--- config.mk ---
export PLATFORM = sky130hd
export DESIGN_NAME = spi3_reg_master
export DESIGN_NICKNAME = d
export VERILOG_FILES = /design/src/rtl/spi3_pkg.sv /design/src/rtl/spi3_half_timer.sv /design/src/rtl/spi3_frame_ctrl.sv /design/src/rtl/spi3_reg_master.sv
export SDC_FILE = /design/constraint.sdc
export NUM_CORES = 1
export LEC_CHECK = 0
export ABC_AREA = 0
export BUFFER_PORTS_ARGS = -buffer_cell sky130_fd_sc_hd__buf_4
export CORE_MARGIN = 3
export CORE_UTILIZATION = 55
export CTS_CLUSTER_DIAMETER = 120
export DETAILED_ROUTE_END_ITERATION = 10
export PLACE_DENSITY = 0.89
export SLEW_MARGIN = 10
export SYNTH_ARGS = -nofsm -noshare
export SYNTH_HDL_FRONTEND = slang
export SYNTH_SLANG_ARGS = --single-unit
--- constraint.sdc ---
create_clock -name clk -period 2.6 [get_ports clk]
set_clock_uncertainty 0.1 [all_clocks]
set_input_delay 0.52 -clock clk [delete_from_list [all_inputs] [get_ports clk]]
set_output_delay 0.52 -clock clk [all_outputs]
set_load 0.02 [all_outputs]
--- src/rtl/spi3_pkg.sv ---
// Package: shared types for the three-wire register master.
// Assumes the request op field is two bits wide; codes 2 and 3 both mean strobe.
package spi3_pkg;

    typedef enum logic [1:0] {
        OP_WRITE  = 2'b00,
        OP_READ   = 2'b01,
        OP_STROBE = 2'b10,
        OP_STB_B  = 2'b11
    } spi3_op_e;

    typedef enum logic [1:0] {
        ST_IDLE = 2'b00,
        ST_LOW  = 2'b01,
        ST_HIGH = 2'b10
    } spi3_state_e;

endpackage

--- src/rtl/spi3_half_timer.sv ---
// Module: half-period timer for the serial clock.
// Counts system clocks while run is high and raises tick on the last
// clock of each HALF_CYC-long phase. Assumes HALF_CYC >= 1.
module spi3_half_timer #(
    parameter int HALF_CYC = 2
) (
    input  logic clk,
    input  logic rst_n,
    input  logic run,
    output logic tick
);
    localparam int CW = (HALF_CYC > 1) ? $clog2(HALF_CYC) : 1;
    localparam logic [CW-1:0] LAST = CW'(HALF_CYC - 1);

    logic [CW-1:0] cnt;

    // Tick on the final clock of a phase
    assign tick = run && (cnt == LAST);

    // Phase counter: cleared when idle or at the end of a phase
    always_ff @(posedge clk) begin
        if (!rst_n || !run || tick) cnt <= '0;
        else                        cnt <= cnt + 1'b1;
    end

    AST_CNT_BOUND: assert property (@(posedge clk) disable iff (!rst_n)
        cnt <= LAST);

    generate
        if (HALF_CYC > 1) begin : g_spacing
            AST_TICK_SPACING: assert property (@(posedge clk) disable iff (!rst_n)
                tick |=> !tick);
        end
    endgenerate

endmodule

--- src/rtl/spi3_frame_ctrl.sv ---
// Module: frame sequencer for the three-wire register master.
// Accepts one request when idle, builds the header and data bits, walks
// them out over low/high serial clock phases on phase ticks, releases the
// data line for the read data phase and captures the returned byte.
// Assumes DATA_W >= ADDR_W + 1 so a strobe command fits in the data field.
module spi3_frame_ctrl
    import spi3_pkg::*;
#(
    parameter int ADDR_W = 6,
    parameter int DATA_W = 8
) (
    input  logic              clk,
    input  logic              rst_n,
    input  logic              tick,
    input  logic              req_valid,
    input  logic [1:0]        req_op,
    input  logic [ADDR_W-1:0] req_addr,
    input  logic [DATA_W-1:0] req_wdata,
    input  logic              sdio_in,
    output logic              busy,
    output logic              done,
    output logic [DATA_W-1:0] rd_data,
    output logic              csn,
    output logic              sck,
    output logic              sdio_out,
    output logic              sdio_oe
);
    localparam int HDR_W   = ADDR_W + 2;
    localparam int FRAME_W = HDR_W + DATA_W;
    localparam int IW      = $clog2(FRAME_W + 1);
    localparam logic [IW-1:0] HDR_LAST   = IW'(HDR_W - 1);
    localparam logic [IW-1:0] FRAME_LAST = IW'(FRAME_W - 1);
    localparam logic [IW-1:0] HDR_CNT    = IW'(HDR_W);

    spi3_state_e       state;
    logic [FRAME_W-1:0] tx_sr;
    logic [DATA_W-1:0]  rx_sr;
    logic [DATA_W-1:0]  rd_q;
    logic [IW-1:0]      bit_idx;
    logic [IW-1:0]      last_idx;
    logic               is_rd;
    logic               csn_q, sck_q, oe_q, done_q;
    spi3_op_e           op_in;
    logic [FRAME_W-1:0] load_bits;
    logic [IW-1:0]      load_last;

    // Decode the incoming op code
    assign op_in = spi3_op_e'(req_op);

    // Build the bit pattern and length for a new frame
    always_comb begin
        unique case (op_in)
            OP_WRITE: begin
                load_bits = {2'b00, req_addr, req_wdata};
                load_last = FRAME_LAST;
            end
            OP_READ: begin
                load_bits = {2'b01, req_addr, {DATA_W{1'b0}}};
                load_last = FRAME_LAST;
            end
            default: begin
                load_bits = {1'b1, req_wdata[HDR_W-2:0], {DATA_W{1'b0}}};
                load_last = HDR_LAST;
            end
        endcase
    end

    // Frame sequencer: accept, shift out, sample in, close
    always_ff @(posedge clk) begin
        if (!rst_n) begin
            state    <= ST_IDLE;
            tx_sr    <= '0;
            rx_sr    <= '0;
            rd_q     <= '0;
            bit_idx  <= '0;
            last_idx <= '0;
            is_rd    <= 1'b0;
            csn_q    <= 1'b1;
            sck_q    <= 1'b0;
            oe_q     <= 1'b0;
            done_q   <= 1'b0;
        end else begin
            done_q <= 1'b0;
            unique case (state)
                ST_IDLE: begin
                    if (req_valid) begin
                        state    <= ST_LOW;
                        tx_sr    <= load_bits;
                        last_idx <= load_last;
                        bit_idx  <= '0;
                        is_rd    <= (op_in == OP_READ);
                        csn_q    <= 1'b0;
                        sck_q    <= 1'b0;
                        oe_q     <= 1'b1;
                    end
                end
                ST_LOW: begin
                    if (tick) begin
                        sck_q <= 1'b1;
                        state <= ST_HIGH;
                        if (is_rd && bit_idx >= HDR_CNT)
                            rx_sr <= {rx_sr[DATA_W-2:0], sdio_in};
                    end
                end
                ST_HIGH: begin
                    if (tick) begin
                        sck_q <= 1'b0;
                        if (bit_idx == last_idx) begin
                            state  <= ST_IDLE;
                            csn_q  <= 1'b1;
                            oe_q   <= 1'b0;
                            done_q <= 1'b1;
                            if (is_rd) rd_q <= rx_sr;
                        end else begin
                            state   <= ST_LOW;
                            bit_idx <= bit_idx + 1'b1;
                            tx_sr   <= tx_sr << 1;
                            if (is_rd && bit_idx == HDR_LAST) oe_q <= 1'b0;
                        end
                    end
                end
                default: state <= ST_IDLE;
            endcase
        end
    end

    // Drive the outputs from the registers
    assign busy     = (state != ST_IDLE);
    assign done     = done_q;
    assign rd_data  = rd_q;
    assign csn      = csn_q;
    assign sck      = sck_q;
    assign sdio_out = tx_sr[FRAME_W-1];
    assign sdio_oe  = oe_q;

    AST_IDLE_LINES: assert property (@(posedge clk) disable iff (!rst_n)
        csn_q |-> (!sck_q && !oe_q));
    AST_DONE_PULSE: assert property (@(posedge clk) disable iff (!rst_n)
        done_q |=> !done_q);
    AST_DONE_CLOSES: assert property (@(posedge clk) disable iff (!rst_n)
        done_q |-> ($rose(csn_q) && state == ST_IDLE));
    AST_HIGH_HOLDS: assert property (@(posedge clk) disable iff (!rst_n)
        (sck_q && $past(sck_q)) |-> $stable(tx_sr[FRAME_W-1]));
    AST_READ_RELEASE: assert property (@(posedge clk) disable iff (!rst_n)
        (is_rd && !csn_q && bit_idx >= HDR_CNT) |-> !oe_q);
    AST_IGNORE_BUSY: assert property (@(posedge clk) disable iff (!rst_n)
        (busy && !tick) |=> $stable(tx_sr));

endmodule

--- src/rtl/spi3_reg_master.sv ---
// Module: top of the three-wire register access master.
// Joins the phase timer and the frame sequencer. Assumes the pad logic
// outside uses sdio_oe to choose between driving sdio_out and reading sdio_in.
module spi3_reg_master #(
    parameter int HALF_CYC = 2,
    parameter int ADDR_W   = 6,
    parameter int DATA_W   = 8
) (
    input  logic              clk,
    input  logic              rst_n,
    input  logic              req_valid,
    input  logic [1:0]        req_op,
    input  logic [ADDR_W-1:0] req_addr,
    input  logic [DATA_W-1:0] req_wdata,
    output logic              busy,
    output logic              done,
    output logic [DATA_W-1:0] rd_data,
    output logic              csn,
    output logic              sck,
    output logic              sdio_out,
    output logic              sdio_oe,
    input  logic              sdio_in
);
    logic tick;
    logic busy_w;

    spi3_half_timer #(.HALF_CYC(HALF_CYC)) u_timer (
        .clk   (clk),
        .rst_n (rst_n),
        .run   (busy_w),
        .tick  (tick)
    );

    spi3_frame_ctrl #(.ADDR_W(ADDR_W), .DATA_W(DATA_W)) u_frame (
        .clk       (clk),
        .rst_n     (rst_n),
        .tick      (tick),
        .req_valid (req_valid),
        .req_op    (req_op),
        .req_addr  (req_addr),
        .req_wdata (req_wdata),
        .sdio_in   (sdio_in),
        .busy      (busy_w),
        .done      (done),
        .rd_data   (rd_data),
        .csn       (csn),
        .sck       (sck),
        .sdio_out  (sdio_out),
        .sdio_oe   (sdio_oe)
    );

    // Expose the busy state
    assign busy = busy_w;

endmodule

# After elaboration in Yosys (flattened, before gate mapping)
# Index checks and enable logic that the tools add are counted.
[totals]
romBits = 0
mem_bits_rw = 0
n_memories = 0
ff_bits = 50
wordCells = 76
latchBits = 0
[classes]
shift = 0
mux = 28
order_cmp = 1
mul = 0
reduce_logical = 22
div_mod_pow = 0
add_sub_neg = 2
n_bitwise = 0
n_eq_ne = 11
[ops]
columns = ["op", "count"]
rows = [
  ["$pmux 16 s2", 2],
  ["$mux 16", 3],
  ["$reduce_and 4->1", 5],
  ["$mux 5", 3],
  ["$mux 1", 11],
  ["$pmux 5 s2", 1],
  ["$reduce_and 3->1", 3],
  ["$ne 2x2->1 const B", 4],
  ["$mux 2", 3],
  ["$pmux 2 s3", 1],
  ["$add 5x1->5 const B", 1],
  ["$eq 5x3->1 const B", 1],
  ["$eq 5x5->1", 1],
  ["$ge 5x4->1 const B", 1],
  ["$eq 2x1->1 const B", 2],
  ["$logic_not 2->1", 2],
  ["$mux 4", 1],
  ["$pmux 1 s2", 2],
  ["$reduce_bool 2->1", 2],
  ["$logic_and 1x1->1", 3],
  ["$ne 3x1->1 const B", 1],
  ["$pmux 1 s3", 1],
  ["$reduce_bool 3->1", 1],
  ["$eq 2x2->1 const B", 1],
  ["other kinds (6)", 8],
]

# Logic depth before layout (Yosys ltp)
# Gate-level depths: netlist (run 1).
[logic_depth]
ltp_word = 6
mapped_depth = 7
depth_no_buf = 4

# Cells and area by module
# Synthesis (run 1) repeated with hierarchy kept, for this count alone.
[hier_totals]
cells_unflattened = 233
hier_area_um2 = 2134.5
[modules_own_cells]
columns = ["mod", "instances", "cells_each", "seq_area_each_um2", "area_each_um2"]
rows = [
  ["spi3_frame_ctrl", 1, 230, 920.9, 2098.3],
  ["spi3_half_timer", 1, 3, 20.0, 36.3],
]

# Least setup slack after synthesis (run 1)
# Ideal clock, no wire load.
[synth_path]
path_type = "reg2reg"
from = "register u_frame.bit_idx[2]"
to = "register u_frame.state[0]"
path_slack_ns = 0.683
synth_period_minus_slack_ns = 1.917
setup_time_ns = 0.115
path_buffers = 1
stages_incl_launch_ff = 6
arrival_time_ns = 1.702
cell_sequence = "dfxtp_1 or4_4 a211oi_4 a21oi_2 buf_2 o21a_1"
[synth_between]
elab_chain_cells = 4
[synth_lines]
columns = ["item", "line_no", "rtl"]
rows = [
  ["from (decl)", "spi3_frame_ctrl.sv:39", "logic [IW-1:0] bit_idx;"],
  ["from (signal assigned)", "spi3_frame_ctrl.sv:116", "bit_idx <= bit_idx + 1'b1;"],
  ["$eq 5x5->1", "spi3_frame_ctrl.sv:108", "if (bit_idx == last_idx) begin"],
  ["$mux 1", "spi3_frame_ctrl.sv:108", ""],
  ["$mux 2", "spi3_frame_ctrl.sv:106", "if (tick) begin"],
  ["$pmux 2 s3", "spi3_frame_ctrl.sv:84", "unique case (state)"],
  ["to (signal assigned)", "spi3_frame_ctrl.sv:87", "state <= ST_LOW;"],
  ["to (signal assigned)", "spi3_frame_ctrl.sv:109", "state <= ST_IDLE;"],
  ["to (signal assigned)", "spi3_frame_ctrl.sv:115", "state <= ST_LOW;"],
  ["to (decl)", "spi3_frame_ctrl.sv:35", "spi3_state_e state;"],
]
# No other way between the ends. The select of a mux whose other input is x is not followed.
# A chain may end at the register's enable or synchronous reset.

# Final worst setup path (run 1)
[layout_path]
from = "register u_frame.state[1]"
to = "register u_frame.bit_idx[1]"
[layout_between]
elab_chain_cells = 4
[layout_lines]
columns = ["item", "line_no", "rtl"]
rows = [
  ["from (signal assigned)", "spi3_frame_ctrl.sv:71", "state <= ST_IDLE;"],
  ["from (signal assigned)", "spi3_frame_ctrl.sv:87", ""],
  ["from (signal assigned)", "spi3_frame_ctrl.sv:100", "state <= ST_HIGH;"],
  ["$reduce_bool 2->1", "spi3_frame_ctrl.sv:128", "assign busy = (state != ST_IDLE);"],
  ["$logic_and 1x1->1", "spi3_half_timer.sv:18", "assign tick = run && (cnt == LAST);"],
  ["$ne 2x2->1 (no source line)", "-", ""],
  ["$reduce_and 4->1 (no source line)", "-", ""],
]
# Parallel ways exist; a longest one is shown, timed or not.

==> results of run 1 <==
## placed cells by master, fill, tap and decap left out, types with 5 or more instances in the layout
cell	count
sky130_fd_sc_hd__o211ai_1	7
sky130_fd_sc_hd__mux2i_1	34
sky130_fd_sc_hd__nand2_1	47
sky130_fd_sc_hd__clkbuf_8	5
sky130_fd_sc_hd__buf_4	38
sky130_fd_sc_hd__nand3_1	11
sky130_fd_sc_hd__nor2_1	18
sky130_fd_sc_hd__a21oi_1	13
sky130_fd_sc_hd__a311oi_1	8
sky130_fd_sc_hd__dfxtp_1	47
## stage by stage
step | worst slack (ps) | util | instances | power (W) | cell area [um^2]
2_1_floorplan | 683 | - | 244 | 0.000925 | 2150
3_3_place_gp | 388 | 0.648 | 310 | 0.000983 | 2410
3_5_place_dp | 325 | 0.648 | 310 | 0.000988 | 2410
4_1_cts | 289 | 0.678 | 318 | 0.00152 | 2520
5_1_grt | 112 | 0.678 | 318 | 0.00157 | 2520
6_report | 302 | 0.678 | 318 | 0.00151 | 2520
## where the power goes
| part | internal [W] | switching [W] |
|---|---|---|
| Clock | 0.000286 | 0.000248 |
| Sequential | 0.000753 | 0.0000248 |
| Combinational | 0.0000892 | 0.000104 |
## worst reg2reg max path, cell delays in order (launching register included)
cell	delay, ps
sky130_fd_sc_hd__dfxtp_1	510
sky130_fd_sc_hd__mux2i_1	190
sky130_fd_sc_hd__or2_2	340
sky130_fd_sc_hd__a21oi_2	550
sky130_fd_sc_hd__buf_4	320
sky130_fd_sc_hd__mux2i_1	220
## metal layers
metal  part of all wire  wire, um  up-vias  track usage
met3              0.051       219        5       0.0558
li1                   -         -      907            -
met4              0.012        51        0       0.0620
met2               0.48      2050       42        0.338
met5                  0         0        -            0
met1               0.45      1930      834        0.267
## final cells by class
cell class | count | area share
clock buffers | 5 | 0.0273
inverters | 2 | 0.00298
repair buffers | 38 | 0.113
clock inverters | 3 | 0.0174
multi-input cells | 175 | 0.442
flip-flops and latches | 47 | 0.373
well taps | 48 | 0.0238
## logic make-up (layout without fill, tap and decap cells)
family,Yosys count,in the layout,synth area share
simple gates,97,97,0.208
flops,47,47,0.438
mux,34,34,0.159
xor+xnor,1,1,0.00408
fa+ha+maj,1,1,0.00583
compound gates,42,42,0.143
buf+inv,22,48,0.0426
## sequential cells by signal (all words and copies together), names as in the netlist
signal and flops:
u_frame.is_rd 1, u_frame.rx_sr 8, u_frame.state 2, u_frame.sck 1
u_frame.done 1, u_frame.tx_sr 16, u_frame.rd_data 8, u_frame.sdio_oe 1
u_frame.last_idx 2, u_frame.csn 1, u_timer.cnt 1, u_frame.bit_idx 5
## worst max-delay path by stage
stage,to,cells past startpoint
detailed placement,u_frame.tx_sr[9],6
floorplan,u_frame.state[0],5
finish,u_frame.bit_idx[1],5
global placement,u_frame.bit_idx[0],6
global route,u_frame.bit_idx[1],5
CTS,u_frame.bit_idx[1],5
==> impl_metrics.py, run 1 <==
metrics = {
    "critical_path": {
        "cpPeakStageDelay_ps": 550,
        "required_ps": 2730,
        "crit_path_end_kind": "flip-flop",
        "cp_data_arrival_time_ps": 2430,
        "reg2reg_path_depth": 5,
        "crit_path_max_fanout": 13,
        "register_to_register_setup_slack_ps": 300,
        "crit_family": "compound AO/OA/AOI/OAI gates",
        "critical_path_start": "u_frame.state[1]",
        "timing.setup.critical_path_class": "reg2reg",
        "cpMostUsedCell": "sky130_fd_sc_hd__mux2i_1",
        "r2r_start": "u_frame.state[1]",
        "startpoint_type": "flip-flop",
        "timing.critical_path.buf_inv": 1,
        "r2r-end": "u_frame.bit_idx[1]",
        "cp_slowest_cell": "sky130_fd_sc_hd__a21oi_2",
        "path_cells": "mux2i_1 > or2_2 > a21oi_2 > buf_4 > mux2i_1",
    },
    "drt": {
        "drt_pass_1_iters": 4,
        "num_vias": 1788,
        "postRouteWirelength_um": 4260,
        "average_wire_per_cell_in_the_routed_design_um": 13.4,
        "antenna_left": 0,
        "via_per_inst": 5.62,
        "remaining_drc_errors": 0,
        "first_iter_violations": 104,
    },
    "sta": {
        "timing.hold.ws_ps": 355,
        "fmax_achieved_mhz": 435,
        "max_slew_violation_count": 0,
        "min_period_ps": 2300,
        "totalNegativeSetupSlack_ps": 0,
        "final_hold_viol_count": 0,
        "least_margin_pin_slew_ps": 870,
        "min_period_over_period": 0.884,
        "grt_setup_unrepaired": "no",
        "final-setup-viol-count": 0,
        "maxSlewHeadroom": 0.420,
    },
    "worst_hold_path": {
        "worst_hold_path_type": "reg2reg",
        "min_delay_worst_endpoint": "u_frame.rd_data[7]",
        "worstHoldStart": "u_frame.rx_sr[7]",
        "timing.hold.worst_path_depth": 2,
    },
    "clock_tree": {
        "cts.repair.resized": 0,
        "cts_max_level": 2,
        "worstSkewPairLatency_ps": 310,
        "cts_tree": "built",
        "hold_buffer_count_at_cts": 0,
        "cts_post_setup_buffers_inserted": 0,
        "cts_root_buffer": "sky130_fd_sc_hd__clkbuf_8",
        "cts_bufs_inserted": 5,
        "clkTransAtPathRegs_ps": 90,
        "max-clock-path-buffers": 2,
        "cts_num_sinks": 47,
    },
    "logic_synthesis": {
        "ys_seq_elements": 47,
        "synth_top_area_cell": "sky130_fd_sc_hd__dfxtp_1",
        "synth_async_sr_flop_share": 0,
        "post_synth_inst_count": 244,
        "syn-num-nets": 265,
        "yosysWarnings": 0,
        "synth_cell_types": 36,
        "syn_area_per_cell_um2": 8.79,
        "synth_largest_type_area_fraction": 0.438,
        "synthesis.area_um2": 2150,
        "synth-main-ff-cell": "sky130_fd_sc_hd__dfxtp_1",
        "synth.top_cells.by_count": "sky130_fd_sc_hd__dfxtp_1, sky130_fd_sc_hd__nand2_1, sky130_fd_sc_hd__mux2i_1, sky130_fd_sc_hd__nor2_1, sky130_fd_sc_hd__clkbuf_1",
        "number_of_flops_mapped_to_enable_cells_by_yosys": 0,
        "seq_area_frac_synth": 0.438,
        "synth.top_cells.by_area": "sky130_fd_sc_hd__dfxtp_1, sky130_fd_sc_hd__mux2i_1, sky130_fd_sc_hd__nand2_1, sky130_fd_sc_hd__a311oi_1, sky130_fd_sc_hd__nor2_1",
    },
    "pwr": {
        "leakage_nw": 1.03,
        "powerDensity_nw_per_um2": 597,
        "irDropWorstVdd_uv": 439,
    },
    "die": {
        "floorplan.initialDensity": 0.577,
        "chipWidth_um": 68.5,
        "die_area_um2": 4690,
        "io-pin-count": 34,
        "chipHeight_um": 68.5,
        "core-area_um2": 3720,
        "core.rowCount": 22,
    },
    "global_route": {
        "global_route_wire_length_before_repair_um": 7360,
        "grt_antenna_before_repair": 0,
        "grt.overflow.total": 0,
        "grt_usage": 0.208,
        "via_count_of_the_first_global_routing_pass": 1581,
        "grt_max_degree": 44,
    },
    "run": {
        "cap_viol_max_count": 0,
    },
    "layout": {
        "area_growth_from_synthesis_to_final_layout_pct": 17.4,
        "ff_latch_area_um2": 941,
        "fill_cell_instance_count_of_the_final_layout": 312,
        "multi_input_area_um2": 1110,
        "antenna_cells": 0,
        "nets": 290,
        "proportion_of_layout_cells_with_a_drive_suffix_above_1": 0.200,
    },
    "outcome": {
        "run_status": "finished clean",
    },
    "placed_design": {
        "buffer_ports.inserted": 33,
        "dp.final_hpwl_um": 2970,
        "gp_congestion": 0.813,
    },
}
No activity file was read; power rests on OpenSTA's default activity.
==> run 2: changes to the inputs <==
- SETUP_SLACK_MARGIN: default -> 0.4
==> run 2 against run 1 <==
- die area unchanged
- worst hold slack improved by 2.1 ps
- via count increased by 0.11%
- fmax increased by 9.7%
- sequential share of layout area decreased by 0.53 points
- global-route usage unchanged
- utilization increased by 0.98 points
- largest cell class unchanged
- combinational power increased by 7%
- register-to-register slack improved by 200 ps
- final area increased by 1.4%
- critical path type unchanged
- first-iteration DRC count increased by 7.7%
==> impl_metrics.py, run 2 (same netlist as run 1, synthesis figures left out) <==
metrics = {
    "global_route": {
        "via_count_of_the_first_global_routing_pass": 1583,
        "grt_max_degree": 44,
        "grt.overflow.total": 0,
        "global_route_wire_length_before_repair_um": 7360,
        "grt_antenna_before_repair": 0,
        "grt_usage": 0.208,
    },
    "drt": {
        "num_vias": 1790,
        "average_wire_per_cell_in_the_routed_design_um": 13.6,
        "via_per_inst": 5.61,
        "postRouteWirelength_um": 4350,
        "antenna_left": 0,
        "remaining_drc_errors": 0,
        "drt_pass_1_iters": 4,
        "first_iter_violations": 112,
    },
    "critical_path": {
        "r2r_start": "u_frame.bit_idx[2]",
        "critical_path.endpoint": "u_frame.tx_sr[2]",
        "critical_path_start": "u_frame.bit_idx[2]",
        "r2r-end": "u_frame.tx_sr[2]",
        "crit_path_end_kind": "flip-flop",
        "startpoint_type": "flip-flop",
        "timing.setup.critical_path_class": "reg2reg",
        "register_to_register_setup_slack_ps": 510,
        "cp_data_arrival_time_ps": 2210,
        "crit_path_max_fanout": 10,
        "required_ps": 2710,
        "reg2reg_path_depth": 5,
    },
    "die": {
        "floorplan.initialDensity": 0.577,
        "core.rowCount": 22,
        "io-pin-count": 34,
        "chipHeight_um": 68.5,
        "chipWidth_um": 68.5,
        "die_area_um2": 4690,
        "core-area_um2": 3720,
    },
    "placed_design": {
        "gp_congestion": 0.813,
        "dp.final_hpwl_um": 2970,
        "buffer_ports.inserted": 33,
        "dpl-instance-area_um2": 2410,
    },
    "clock_tree": {
        "max-clock-path-buffers": 2,
        "worstSkewPairLatency_ps": 310,
        "cts_num_sinks": 47,
        "cts_bufs_inserted": 5,
        "cts_max_level": 2,
        "cts_root_buffer": "sky130_fd_sc_hd__clkbuf_8",
        "clkTransAtPathRegs_ps": 90,
        "hold_buffer_count_at_cts": 0,
        "cts_tree": "built",
    },
    "layout": {
        "area_growth_from_synthesis_to_final_layout_pct": 19.1,
        "fill_cell_instance_count_of_the_final_layout": 303,
        "largest_register_ffs": 16,
        "nets": 291,
        "antenna_cells": 0,
        "regMostFlops": "u_frame.tx_sr",
        "proportion_of_layout_cells_with_a_drive_suffix_above_1": 0.203,
        "final_area_um2": 2560,
        "mostFrequentLayoutCells": "sky130_fd_sc_hd__nand2_1, sky130_fd_sc_hd__dfxtp_1, sky130_fd_sc_hd__buf_4, sky130_fd_sc_hd__mux2i_1, sky130_fd_sc_hd__nor2_1",
    },
    "pwr": {
        "powerDensity_nw_per_um2": 594,
        "totalPowerFinal_w": 0.00152,
        "leakage_nw": 1.04,
        "irDropWorstVdd_uv": 439,
    },
    "sta": {
        "final_hold_viol_count": 0,
        "max_slew_violation_count": 0,
        "maxSlewHeadroom": 0.411,
        "final-setup-viol-count": 0,
        "min_period_ps": 2090,
        "grt_setup_unrepaired": "no",
        "min_period_over_period": 0.806,
        "least_margin_pin_slew_ps": 884,
        "totalNegativeSetupSlack_ps": 0,
        "fmax_achieved_mhz": 477,
    },
    "outcome": {
        "run_status": "finished clean",
    },
    "run": {
        "cap_viol_max_count": 0,
    },
    "worst_hold_path": {
        "worst_hold_path_type": "reg2reg",
    },
}
run 2: changes by cell type in the layout (fill, tap and decap cells not counted), sizes merged:
cell / previous run / this run
buf: 38 / 39
run 2: worst max-delay path: stages (launching register included):
cell	delay, ps
sky130_fd_sc_hd__dfxtp_1	380
sky130_fd_sc_hd__or4_4	550
sky130_fd_sc_hd__a211oi_4	430
sky130_fd_sc_hd__a21oi_4	140
sky130_fd_sc_hd__buf_4	210
sky130_fd_sc_hd__a311oi_1	210
run 2: through the flow:
step	hold WS, ps	std cells	util	setup slack [ps]
2_1_floorplan	334	244	-	683
3_3_place_gp	343	310	0.648	388
3_5_place_dp	343	310	0.648	325
4_1_cts	359	318	0.680	431
5_1_grt	371	319	0.688	410
6_report	358	319	0.688	505
run 2: power by group:
group / switching (W) / internal [W]
clock: 0.000248 / 0.000286
combinational: 0.000110 / 0.0000960
sequential: 0.0000252 / 0.000753
run 2: worst min path at each step:
stage	startpoint	to	slack (ps)	cells past startpoint
floorplan	u_frame.rx_sr[7]	u_frame.rd_data[7]	330	2
global placement	u_frame.tx_sr[0]	u_frame.tx_sr[0]	340	2
detailed placement	u_frame.rx_sr[7]	u_frame.rd_data[7]	340	2
CTS	u_frame.rx_sr[7]	u_frame.rd_data[7]	360	2
global route	u_frame.rx_sr[7]	u_frame.rd_data[7]	370	2
finish	u_frame.rx_sr[7]	u_frame.rd_data[7]	360	2
run 2: routing by layer:
layer,track usage,share of wire,vias to the layer above,routed length [um]
li1,-,-,915,-
met1,0.267,0.47,819,2050
met2,0.338,0.46,51,2010
met3,0.0558,0.054,5,233
met4,0.0620,0.012,0,53
met5,0,0,-,0
run 2: area by class of cell:
| cell class | count | area [um^2] | share of cell area |
|---|---|---|---|
| inverter | 2 | 7.51 | 0.00294 |
| clock buffer | 5 | 68.8 | 0.0269 |
| multi-input combinational | 175 | 1130 | 0.442 |
| sequential | 47 | 941 | 0.368 |
| tap | 48 | 60.1 | 0.0235 |
| clock inverter | 3 | 43.8 | 0.0171 |
| timing repair buffer | 39 | 305 | 0.119 |
run 2: timing repair:
action | in CTS | in global routing
gates resized for setup | 1 | 1
setup buffers | 0 | 1
gates cloned | 0 | 0
endpoints found under the setup margin | 10 | 18
==> run 3: changes to the inputs <==
- ABC_AREA: 0 -> 1
- CORE_UTILIZATION: 55 -> 56
- PLACE_DENSITY: 0.89 -> 0.9
- clock period: 2.6 -> 2.1 ns (I/O delays scaled with it)
==> run 3 against run 2 <==
- flip-flop and latch count unchanged
- total power increased by 24%
- die area grew 1.1%
- utilization up 3.0 points
- critical path depth fell by 2
- largest cell class unchanged
- highest routed layer unchanged
==> impl_metrics.py, run 3 <==
metrics = {
    "die": {
        "floorplan.initialDensity": 0.591,
        "core.rowCount": 22,
        "core-area_um2": 3740,
        "io-pin-count": 34,
        "chipHeight_um": 68.8,
        "chipWidth_um": 68.8,
        "die_area_um2": 4740,
    },
    "critical_path": {
        "cp_data_arrival_time_ps": 1220,
        "cp_slowest_cell": "sky130_fd_sc_hd__dfxtp_1",
        "cpPeakStageDelay_ps": 380,
        "crit_path_max_fanout": 4,
        "timing.setup.critical_path_class": "reg2out",
        "startpoint_type": "flip-flop",
        "crit_path_end_kind": "primary output",
        "required_ps": 1580,
        "path_cells": "nor2_1 > inv_1 > buf_4",
        "crit_family": "flip-flops",
        "timing.critical_path.buf_inv": 2,
        "register_to_register_setup_slack_ps": 380,
    },
    "logic_synthesis": {
        "synth.top_cells.by_area": "sky130_fd_sc_hd__dfxtp_1, sky130_fd_sc_hd__nor2_1, sky130_fd_sc_hd__nand2_1, sky130_fd_sc_hd__nand3_1, sky130_fd_sc_hd__o21ai_0",
        "number_of_flops_mapped_to_enable_cells_by_yosys": 0,
        "synthesis.area_um2": 2210,
        "post_synth_inst_count": 331,
        "synth_top_area_cell": "sky130_fd_sc_hd__dfxtp_1",
        "synth_cell_types": 27,
        "yosysMostFrequentCell": "sky130_fd_sc_hd__nor2_1",
        "seq_area_frac_synth": 0.426,
        "ys_seq_elements": 47,
        "synth-main-ff-cell": "sky130_fd_sc_hd__dfxtp_1",
        "syn-num-nets": 352,
        "syn_area_per_cell_um2": 6.68,
        "synth_async_sr_flop_share": 0,
        "yosysWarnings": 0,
        "synth.top_cells.by_count": "sky130_fd_sc_hd__nor2_1, sky130_fd_sc_hd__nand2_1, sky130_fd_sc_hd__dfxtp_1, sky130_fd_sc_hd__nand3_1, sky130_fd_sc_hd__o21ai_0",
        "synth_largest_type_area_fraction": 0.426,
    },
    "clock_tree": {
        "cts_tree": "built",
        "cts_bufs_inserted": 5,
        "clkTransAtPathRegs_ps": 90,
        "cts_max_level": 2,
        "cts_num_sinks": 47,
        "cts_root_buffer": "sky130_fd_sc_hd__clkbuf_8",
        "max-clock-path-buffers": 2,
        "hold_buffer_count_at_cts": 0,
        "worstSkewPairLatency_ps": 300,
    },
    "drt": {
        "postRouteWirelength_um": 5490,
        "first_iter_violations": 267,
        "num_vias": 2281,
        "antenna_left": 0,
        "average_wire_per_cell_in_the_routed_design_um": 13.1,
        "drt_pass_1_iters": 5,
        "remaining_drc_errors": 0,
        "via_per_inst": 5.44,
    },
    "worst_hold_path": {
        "worst_hold_path_type": "in2reg",
    },
    "pwr": {
        "powerDensity_nw_per_um2": 699,
        "combPwrFrac": 0.174,
        "p_int_w": 0.00134,
        "power.sequential.fraction": 0.517,
        "irDropWorstVdd_uv": 614,
        "leakage_nw": 1.23,
        "power_switching_share": 0.287,
        "power_switching_w": 0.000539,
        "power.share.clock": 0.309,
    },
    "global_route": {
        "grt_usage": 0.235,
        "global_route_wire_length_before_repair_um": 8400,
        "grt_antenna_before_repair": 0,
        "grt_max_degree": 39,
        "grt.overflow.total": 0,
        "via_count_of_the_first_global_routing_pass": 1909,
    },
    "layout": {
        "nets": 391,
        "regMostFlops": "u_frame.tx_sr",
        "leading_cell_type_in_the_layout_fill_and_taps_excluded": "sky130_fd_sc_hd__nor2_1",
        "final_cell_count_no_fill": 419,
        "largest_register_ffs": 16,
        "fill_cell_instance_count_of_the_final_layout": 318,
        "mostFrequentLayoutCells": "sky130_fd_sc_hd__nor2_1, sky130_fd_sc_hd__nand2_1, sky130_fd_sc_hd__dfxtp_1, sky130_fd_sc_hd__buf_4, sky130_fd_sc_hd__nand3_1",
        "antenna_cells": 0,
        "area_growth_from_synthesis_to_final_layout_pct": 21.5,
        "proportion_of_layout_cells_with_a_drive_suffix_above_1": 0.189,
    },
    "sta": {
        "final_hold_viol_count": 0,
        "fmax_achieved_mhz": 576,
        "maxSlewHeadroom": 0.707,
        "grt_setup_unrepaired": "yes",
        "totalNegativeSetupSlack_ps": 0,
        "least_margin_pin_slew_ps": 438,
        "max_slew_violation_count": 0,
        "min_period_over_period": 0.827,
        "final-setup-viol-count": 0,
        "min_period_ps": 1740,
    },
    "run": {
        "cap_viol_max_count": 0,
    },
    "outcome": {
        "run_status": "finished clean",
    },
    "placed_design": {
        "buffer_ports.inserted": 33,
        "dpl.cell_count": 403,
        "gp_congestion": 0.927,
        "dp.final_hpwl_um": 3540,
    },
}
## run 3: worst min-delay path, stage by stage
cell and delay (ps):
sky130_fd_sc_hd__buf_4 70, sky130_fd_sc_hd__o21ai_0 70, sky130_fd_sc_hd__a21oi_1 110
## run 3: layer usage
metal | vias up | wire (um) | global-route usage
met5 | - | 0 | 0
met4 | 0 | 122 | 0.0827
met3 | 14 | 388 | 0.0519
met2 | 97 | 2670 | 0.367
met1 | 1032 | 2310 | 0.320
li1 | 1138 | - | -
## run 3: area by class of cell
type	instances	area [um^2]	area share
clock inverter	2	16.3	0.00605
clock buffer	6	82.6	0.0307
tap	48	60.1	0.0224
multi-input combinational	239	1100	0.411
inverter	33	128	0.0475
sequential	47	945	0.352
timing repair buffer	44	350	0.130
## run 3: kinds of logic (layout without fill, tap and decap cells)
group,Yosys count,count (layout),share of synthesized area
and+or+nand+nor,186,187,0.359
AOI/OAI and AO/OA,51,51,0.122
buffers and inverters,46,85,0.0877
adders and majority gates,1,1,0.00566
DFF,47,47,0.426
## run 3: path summary, 6_finish.rpt
kind | startpoint | to | cells after the start
min | sdio_in | u_frame.rx_sr[0] | 3
max reg2reg | u_frame.state[1] | u_frame.csn | 8
max | u_frame.state[1] | busy | 3
min reg2reg | u_frame.rx_sr[3] | u_frame.rx_sr[3] | 2
## run 3: metrics by stage
stage | hold slack [ps] | util | setup WS (ps) | instance area, um^2 | total power [W]
floorplan | 330 | - | 621 | 2210 | 0.00119
CTS | 316 | 0.697 | 403 | 2610 | 0.00184
finish | 306 | 0.718 | 364 | 2690 | 0.00188
global placement | 345 | 0.662 | 291 | 2480 | 0.00126
detailed placement | 352 | 0.662 | 243 | 2480 | 0.00127
global route | 333 | 0.718 | 315 | 2690 | 0.00196
## run 3: repair_timing
item,in CTS,in global routing
pin swaps,0,3
resized for setup,3,9
setup endpoints to repair,16,30
gates cloned,0,1
setup buffers,3,4
## run 3: power by group through the flow
stage	logic, W	clock network (W)	registers [W]
floorplan	0.000201	0	0.000989
global placement	0.000274	0	0.000987
detailed placement	0.000283	0	0.000988
CTS	0.000295	0.000582	0.000968
global route	0.000369	0.000611	0.000976
finish	0.000326	0.000580	0.000971
